### src/rtl/sc_conv_pkg.sv
// Package: shared types for the smartcard convention codec.
// Assumes: nothing beyond standard SystemVerilog.
package sc_conv_pkg;
    // Character shaping controls: bit order and line polarity
    typedef struct packed {
        logic msb_first;
        logic invert;
    } sc_cfg_t;
endpackage

### src/rtl/sc_char_encoder.sv
// Module: sc_char_encoder
// Maps a data word to DATA_W+1 line slots. Slot 0 is sent first, and the
// last slot is the even parity. Parity is computed on logical values, and the
// polarity change is applied to every slot afterwards.
// Assumes: purely combinational; the caller registers the result.
module sc_char_encoder
    import sc_conv_pkg::*;
#(
    parameter int DATA_W = 8
) (
    input  logic [DATA_W-1:0] data_i,
    input  sc_cfg_t           cfg_i,
    output logic [DATA_W:0]   slots_o
);
    logic [DATA_W:0] logical;

    // Pick the data bit for each slot according to the bit order
    for (genvar k = 0; k < DATA_W; k++) begin : g_order
        assign logical[k] = cfg_i.msb_first ? data_i[DATA_W-1-k] : data_i[k];
    end

    // Even parity over the logical data, then polarity applied to all slots
    always_comb begin
        logical[DATA_W] = ^data_i;
        slots_o         = logical ^ {(DATA_W+1){cfg_i.invert}};
    end
endmodule

### src/rtl/sc_char_decoder.sv
// Module: sc_char_decoder
// Reverses the encoder. It first removes the line inversion, then restores
// the bit order, then compares the even parity against the received parity slot.
// Assumes: purely combinational; slot 0 is the first slot received.
module sc_char_decoder
    import sc_conv_pkg::*;
#(
    parameter int DATA_W = 8
) (
    input  logic [DATA_W:0]   slots_i,
    input  sc_cfg_t           cfg_i,
    output logic [DATA_W-1:0] data_o,
    output logic              par_err_o
);
    logic [DATA_W:0] logical;

    // Undo polarity first
    assign logical = slots_i ^ {(DATA_W+1){cfg_i.invert}};

    // Undo the bit order
    for (genvar k = 0; k < DATA_W; k++) begin : g_order
        assign data_o[k] = cfg_i.msb_first ? logical[DATA_W-1-k] : logical[k];
    end

    // Mismatch between recomputed and received parity
    assign par_err_o = (^data_o) != logical[DATA_W];
endmodule

### src/rtl/sc_tx_shifter.sv
// Module: sc_tx_shifter
// Holds one encoded character and presents one slot at a time on the line.
// Each bit tick moves on to the next slot. The line rests high when idle.
// Assumes: a load is only accepted while idle; the slots are already encoded.
module sc_tx_shifter #(
    parameter int DATA_W = 8
) (
    input  logic            clk,
    input  logic            rst_n,
    input  logic            load_i,
    input  logic [DATA_W:0] slots_i,
    input  logic            bit_tick,
    output logic            busy_o,
    output logic            line_o
);
    localparam int              CNT_W = $clog2(DATA_W + 1);
    localparam logic [CNT_W-1:0] LAST = CNT_W'(DATA_W);

    logic [DATA_W:0]  shreg;
    logic [CNT_W-1:0] cnt;
    logic             busy;

    // Load a character, then shift one slot per tick until the parity slot ends
    always_ff @(posedge clk) begin
        if (!rst_n) begin
            busy  <= 1'b0;
            cnt   <= '0;
            shreg <= '1;
        end else if (!busy) begin
            if (load_i) begin
                busy  <= 1'b1;
                cnt   <= '0;
                shreg <= slots_i;
            end
        end else if (bit_tick) begin
            if (cnt == LAST) begin
                busy  <= 1'b0;
                cnt   <= '0;
                shreg <= '1;
            end else begin
                cnt   <= cnt + 1'b1;
                shreg <= {1'b1, shreg[DATA_W:1]};
            end
        end
    end

    assign busy_o = busy;
    assign line_o = busy ? shreg[0] : 1'b1;

    // Between ticks the slot in flight must not move
    assert_slot_hold_R2: assert property (@(posedge clk) disable iff (!rst_n)
        (busy && !bit_tick) |=> ($stable(shreg) && $stable(cnt)));

    // The slot counter never passes the parity slot
    assert_cnt_range_R6: assert property (@(posedge clk) disable iff (!rst_n)
        cnt <= LAST);
endmodule

### src/rtl/sc_rx_collector.sv
// Module: sc_rx_collector
// Gathers line samples taken on ticks that fall inside the slot window.
// On the final slot it presents the whole character together with a done strobe.
// Assumes: the framing logic raises slot_en only on character slots.
module sc_rx_collector #(
    parameter int DATA_W = 8
) (
    input  logic            clk,
    input  logic            rst_n,
    input  logic            bit_tick,
    input  logic            slot_en,
    input  logic            line_i,
    output logic            done_o,
    output logic [DATA_W:0] slots_o
);
    localparam int              CNT_W = $clog2(DATA_W + 1);
    localparam int              IDX_W = (DATA_W > 1) ? $clog2(DATA_W) : 1;
    localparam logic [CNT_W-1:0] LAST = CNT_W'(DATA_W);

    logic [DATA_W-1:0] shreg;
    logic [CNT_W-1:0]  cnt;
    logic              take;

    assign take = bit_tick && slot_en;

    // Store each sampled data slot by its position and wrap after the parity slot
    always_ff @(posedge clk) begin
        if (!rst_n) begin
            cnt   <= '0;
            shreg <= '0;
        end else if (take) begin
            if (cnt == LAST) begin
                cnt <= '0;
            end else begin
                cnt                 <= cnt + 1'b1;
                shreg[cnt[IDX_W-1:0]] <= line_i;
            end
        end
    end

    assign done_o  = take && (cnt == LAST);
    assign slots_o = {line_i, shreg};

    // Ticks outside the slot window leave the count untouched
    assert_skip_tick_R10: assert property (@(posedge clk) disable iff (!rst_n)
        !take |=> $stable(cnt));
endmodule

### src/rtl/sc_conv_codec.sv
// Module: sc_conv_codec (top)
// Smartcard character codec for the direct and inverse conventions. The
// transmitter encodes the byte at load, so its controls are fixed for the
// whole character. The receiver decodes with the controls present at the last slot.
// Assumes: bit_tick is a one-cycle strobe; framing is handled outside.
module sc_conv_codec
    import sc_conv_pkg::*;
#(
    parameter int DATA_W = 8
) (
    input  logic              clk,
    input  logic              rst_n,
    input  logic              cfg_msb_first,
    input  logic              cfg_invert,
    input  logic              bit_tick,
    input  logic [DATA_W-1:0] tx_data,
    input  logic              tx_valid,
    output logic              tx_ready,
    output logic              tx_line,
    input  logic              rx_en,
    input  logic              rx_line,
    output logic [DATA_W-1:0] rx_data,
    output logic              rx_valid,
    output logic              rx_parity_err
);
    sc_cfg_t           cfg;
    logic [DATA_W:0]   tx_slots;
    logic              tx_busy;
    logic              rx_done;
    logic [DATA_W:0]   rx_slots;
    logic [DATA_W-1:0] dec_data;
    logic              dec_err;

    assign cfg = '{msb_first: cfg_msb_first, invert: cfg_invert};

    sc_char_encoder #(.DATA_W(DATA_W)) u_enc (
        .data_i  (tx_data),
        .cfg_i   (cfg),
        .slots_o (tx_slots)
    );

    sc_tx_shifter #(.DATA_W(DATA_W)) u_tx (
        .clk      (clk),
        .rst_n    (rst_n),
        .load_i   (tx_valid),
        .slots_i  (tx_slots),
        .bit_tick (bit_tick),
        .busy_o   (tx_busy),
        .line_o   (tx_line)
    );

    assign tx_ready = !tx_busy;

    sc_rx_collector #(.DATA_W(DATA_W)) u_rx (
        .clk      (clk),
        .rst_n    (rst_n),
        .bit_tick (bit_tick),
        .slot_en  (rx_en),
        .line_i   (rx_line),
        .done_o   (rx_done),
        .slots_o  (rx_slots)
    );

    sc_char_decoder #(.DATA_W(DATA_W)) u_dec (
        .slots_i   (rx_slots),
        .cfg_i     (cfg),
        .data_o    (dec_data),
        .par_err_o (dec_err)
    );

    // Register the decoded byte and raise one-cycle valid and error strobes
    always_ff @(posedge clk) begin
        if (!rst_n) begin
            rx_data       <= '0;
            rx_valid      <= 1'b0;
            rx_parity_err <= 1'b0;
        end else begin
            rx_valid      <= rx_done;
            rx_parity_err <= rx_done && dec_err;
            if (rx_done) begin
                rx_data <= dec_data;
            end
        end
    end

    // An accepted load makes the transmitter busy on the next cycle
    assert_load_busy_R6: assert property (@(posedge clk) disable iff (!rst_n)
        (tx_valid && tx_ready) |=> !tx_ready);

    // A character needs several slots, so valid never repeats on back-to-back cycles
    assert_valid_pulse_R8: assert property (@(posedge clk) disable iff (!rst_n)
        rx_valid |=> !rx_valid);

    // A parity error is only reported together with a received byte
    assert_err_with_valid_R9: assert property (@(posedge clk) disable iff (!rst_n)
        rx_parity_err |-> rx_valid);
endmodule

### config.mk
export PLATFORM = sky130hd
export DESIGN_NAME = sc_conv_codec
export DESIGN_NICKNAME = d
export VERILOG_FILES = /design/src/rtl/sc_conv_pkg.sv /design/src/rtl/sc_char_encoder.sv /design/src/rtl/sc_char_decoder.sv /design/src/rtl/sc_tx_shifter.sv /design/src/rtl/sc_rx_collector.sv /design/src/rtl/sc_conv_codec.sv
export SDC_FILE = /design/constraint.sdc
export NUM_CORES = 1
export LEC_CHECK = 0
export BUFFER_PORTS_ARGS = -buffer_cell sky130_fd_sc_hd__buf_2
export CORE_ASPECT_RATIO = 1.1
export CORE_MARGIN = 4
export CORE_UTILIZATION = 26
export DETAILED_ROUTE_END_ITERATION = 7
export GPL_ROUTABILITY_DRIVEN = 0
export SLEW_MARGIN = 5
export SYNTH_ARGS = -nofsm -noshare
export SYNTH_HDL_FRONTEND = slang
export SYNTH_SLANG_ARGS = --single-unit
### constraint.sdc
create_clock -name clk -period 3.3 [get_ports clk]
set_input_delay 0.99 -clock clk [delete_from_list [all_inputs] [get_ports clk]]
set_output_delay 0.99 -clock clk [all_outputs]
set_load 0.1 [all_outputs]
# == Yosys cells after proc, flatten, opt, wreduce, memory -nomap -nowiden ==
# Index checks and enable logic that the tools add are counted.
# classes
addsub,2
multipliers,0
n_div,0
magnitude_cmp,2
eq_ne,4
shifts,0
mux,33
bitwise_logic,3
n_reduce_logical,10
# ops
operator,n
two-way mux 9 bit,3
two-way mux 1 bit,22
two-way mux 4 bit,5
bitwise XOR 9 bit,2
XOR reduction 8 bit,2
"adder 4 x 1 -> 4 bit, second input constant",2
bitwise mux 8 bit,1
"== test 4 bit, second input constant",2
two-way mux 8 bit,1
logical AND 1 bit,4
"less-than comparator 3 x 4 -> 1 bit, second input constant",1
AND reduction 2 bit,2
demux 1 bit (select 3 bit),1
">= comparator 3 x 1 -> 1 bit, second input constant",1
"!= test 2 bit, second input constant",1
nonzero test 2 bit,1
zero test 1 bit,1
!= test 1 bit,1
NOT 1 bit,1
# totals
regBits,36
latch_bits,0
mem_bits_rw,0
rom_bits,0
input_bits,16
output_inout_bits,12
wordCells,62
mem_count,0

# == Depth between registers and ports, before layout ==
# logic_depth
ltp_word,5
mapped_depth,7
ltp_nobuf,6

# == Cells and area by module ==
# A second synthesis with hierarchy kept.
# unflattened
hier_cells,228
hier_area_um2,2137.0
# by_module_without_submodules
mod,n_inst,cells_per_inst,area_per_inst_um2,seq_area_each_um2
sc_tx_shifter,1,83,705.7,280.3
sc_rx_collector,1,64,568.0,240.2
sc_conv_codec,1,30,360.3,200.2
sc_char_decoder,1,26,254.0,0.0
sc_char_encoder,1,25,249.0,0.0

# == Worst setup path before layout ==
# OpenSTA, ideal clock, no wires.
# synth_timing
path_kind,register to output
startpoint,"reg u_tx.busy, in the netlist u_tx.busy_o"
endpoint,out tx_line
t_arrival_ns,1.401
required_ns,2.310
path_slack_ns,0.909
stages_incl_launch_ff,4
path_buffers,2
cell_sequence,dfxtp_1 > clkbuf_1 > clkbuf_1 > nand2b_1
# synth_between
elab_chain_cells,1
# synth_rtl
item,line_no,text
from (decl),sc_tx_shifter.sv:21,logic busy;
from (signal assigned),sc_tx_shifter.sv:26,busy <= 1'b0;
from (signal assigned),sc_tx_shifter.sv:31,busy <= 1'b1;
from (signal assigned),sc_tx_shifter.sv:37,busy <= 1'b0;
two-way mux 1 bit,sc_tx_shifter.sv:48,assign line_o = busy ? shreg[0] : 1'b1;
to (decl),sc_conv_codec.sv:19,"output logic tx_line,"
# Every way passes these cells.

# == Worst setup path in the final report ==
# Ends and elaborated chain as after synthesis.

==> qor.csv <==
metric;value;unit
outcome;completed;
Reg area;721;um2
Max-slew headroom;53.2;%
P&R area growth vs syn;15.3;%
Pre-Repair DR Iteration Count;4;
post-DP HPWL;3030;um
clk_skew;0.00809;ns
crit path DAT;1.40;ns
vias in the first global route;1403;
Post-Synthesis Cell Area;2030;um2
DRT iter0 DRCs;84;
share of layout cells above drive strength 1;16.2;%
total negative slack;0;ns
leakage power;1.01;nW
PortBufs;27;
Syn Area/Cell;9.60;um2
Worst setup EP type;output port;
Worst Path Max Fanout;17;
Net count, final;253;
most common cell after layout, fill and taps aside;dfxtp_1;
die area;9270;um2
R2R cell count;5;
vias per cell;4.48;
area of the multi-input gates;1220;um2
critical path class;flip-flop to output port;
register area share after synthesis;35.6;%
Wirelength per Cell;12.2;um
Tmin final;2.39;ns
Longest Clk Path Bufs;2;
worst slew pin tran;0.700;ns
chip height;101;um
clock sink count;36;
grt ovf;0;
Synth Register Bits;36;
Setup-failing EPs final;0;
Synth cell types;34;
H-tree levels;2;
ANT cells;0;
Finished Layout Cells;339;
pwr dens;406;nW/um2
Synth area leaders;dfxtp_1 36%, mux2i_1 14%, xnor2_1 8.6%;
antenna violations before repair;0;
post-synth top area share;35.6;%
min-delay worst type;flip-flop to flip-flop;
commonest non-fill, non-tap cells in the layout;36 x dfxtp_1, 28 x mux2i_1, 27 x buf_2;
placed insts;331;
syn_nets;231;
highest clock rate;418;MHz
largest net degree at the start of global routing;29;
maximum vdd drop;0.142;mV
post-route ant nets;0;
first-pass GRT wire length;6790;um
# rows;33;
cts bufs inserted;5;
# DRC;0;
Post-CTS Resized;0;
CTS tree;built;
cell taking the most area after synthesis;dfxtp_1;
Max Slew Vio Count;0;
Total GRT Usage;9.14;%
period utilization;72.4;%
final hold vios;0;
Worst-Skew Late Latency;0.28;ns
Worst EP required;2.31;ns
Filler cells;813;
CTS root buf;clkbuf_8;
CTS clk-pin slew, worst paths;0.07;ns
Max-Cap Viols;0;
num ports;28;
vias after detailed routing;1519;
Initial Util;27.0;%
Post-CTS Hold Buffers;0;
Die W;92.2;um
Core Area;7510;um2
synthesized instance count;211;
hold depth;1;
Setup crit start kind;flip-flop;
RSZ-0062 raised after global routing;false;
postcts setup bufs;0;
WL final;4150;um
synth warn;0;
[synthesized netlist by cell type (all sizes together)]
cell	n
a21boi	3
a21o	1
a21oi	2
a22o	8
a31oi	2
a32oi	1
and2	1
and3	1
and3b	1
and4	2
buf	8
clkbuf	6
dfxtp	36
ha	4
inv	5
mux2i	28
nand2	17
nand2b	2
nand3	9
nand3b	3
nand4	4
nor2	5
nor2b	14
nor3	2
nor3b	1
o21ai	3
o221a	1
o221ai	8
or3	1
xnor2	20
xnor3	3
xor2	9
[worst max-delay path, stage by stage, from the launching register on]
cell	delay [ns]
dfxtp_1	0.71
nand2b_1	0.10
buf_2	0.31
[power breakdown]
group	internal [mW]	total, mW	switching [mW]
combinational	0.0708	0.155	0.0837
sequential	0.450	0.465	0.0144
clock	0.171	0.329	0.158
total	0.692	0.948	0.256
[layout make-up]
| cell class | instances | share of cell area (%) |
|---|---|---|
| multi-input combinational | 156 | 52.1 |
| sequential | 36 | 30.9 |
| timing repair buffer | 29 | 6.43 |
| tap | 105 | 5.63 |
| clock buffer | 6 | 3.54 |
| inverter | 5 | 0.804 |
| clock inverter | 2 | 0.589 |
[registers in the layout (all words and copies together), names as in the netlist]
register / flops
u_rx.cnt: 4
rx_data: 8
u_tx.cnt: 4
u_rx.shreg: 8
u_tx.shreg: 9
u_tx.busy_o: 1
rx_valid: 1
rx_parity_err: 1
[final timing paths]
| check | endpoint | slack, ns | start |
|---|---|---|---|
| max reg2reg | rx_data[4]$_SDFFE_PN0P_ | 1.45 | u_rx.cnt[0]$_SDFFE_PN0N_ |
| min reg2reg | u_tx.cnt[3]$_SDFFE_PN0P_ | 0.47 | u_tx.cnt[3]$_SDFFE_PN0P_ |
| max | tx_line | 0.91 | u_tx.busy_o$_SDFF_PN0_ |
| min | u_tx.cnt[3]$_SDFFE_PN0P_ | 0.47 | u_tx.cnt[3]$_SDFFE_PN0P_ |
[logic make-up after synthesis]
| group | Yosys count | synth area share (%) |
|---|---|---|
| simple gates | 63 | 16.7 |
| flops | 36 | 35.6 |
| xor+xnor | 32 | 15.9 |
| compound gates | 29 | 11.2 |
| mux | 28 | 13.8 |
| buf+inv | 19 | 4.32 |
| fa+ha+maj | 4 | 2.47 |
[through the flow]
| step | cell area (um2) | worst slack (ns) | hold slack (ns) | utilization (%) | power, mW |
|---|---|---|---|---|---|
| finish | 2330 | 0.910 | 0.470 | 31.1 | 0.948 |
| detailed placement | 2240 | 0.970 | 0.455 | 29.8 | 0.630 |
| global route | 2330 | 0.798 | 0.493 | 31.1 | 1.00 |
| global placement | 2240 | 1.00 | 0.453 | 29.8 | 0.628 |
| floorplan | 2030 | 0.909 | 0.432 | - | 0.595 |
| CTS | 2330 | 0.907 | 0.475 | 31.1 | 0.963 |
[layer usage]
layer / vias up / global-route usage, % / wire length (um)
li1: 786 / - / -
met1: 708 / 12.8 / 2110
met2: 23 / 13.2 / 1830
met3: 2 / 2.76 / 175
met4: 0 / 3.43 / 39
met5: - / 0 / 0
Power figures use the tool's default switching activity.
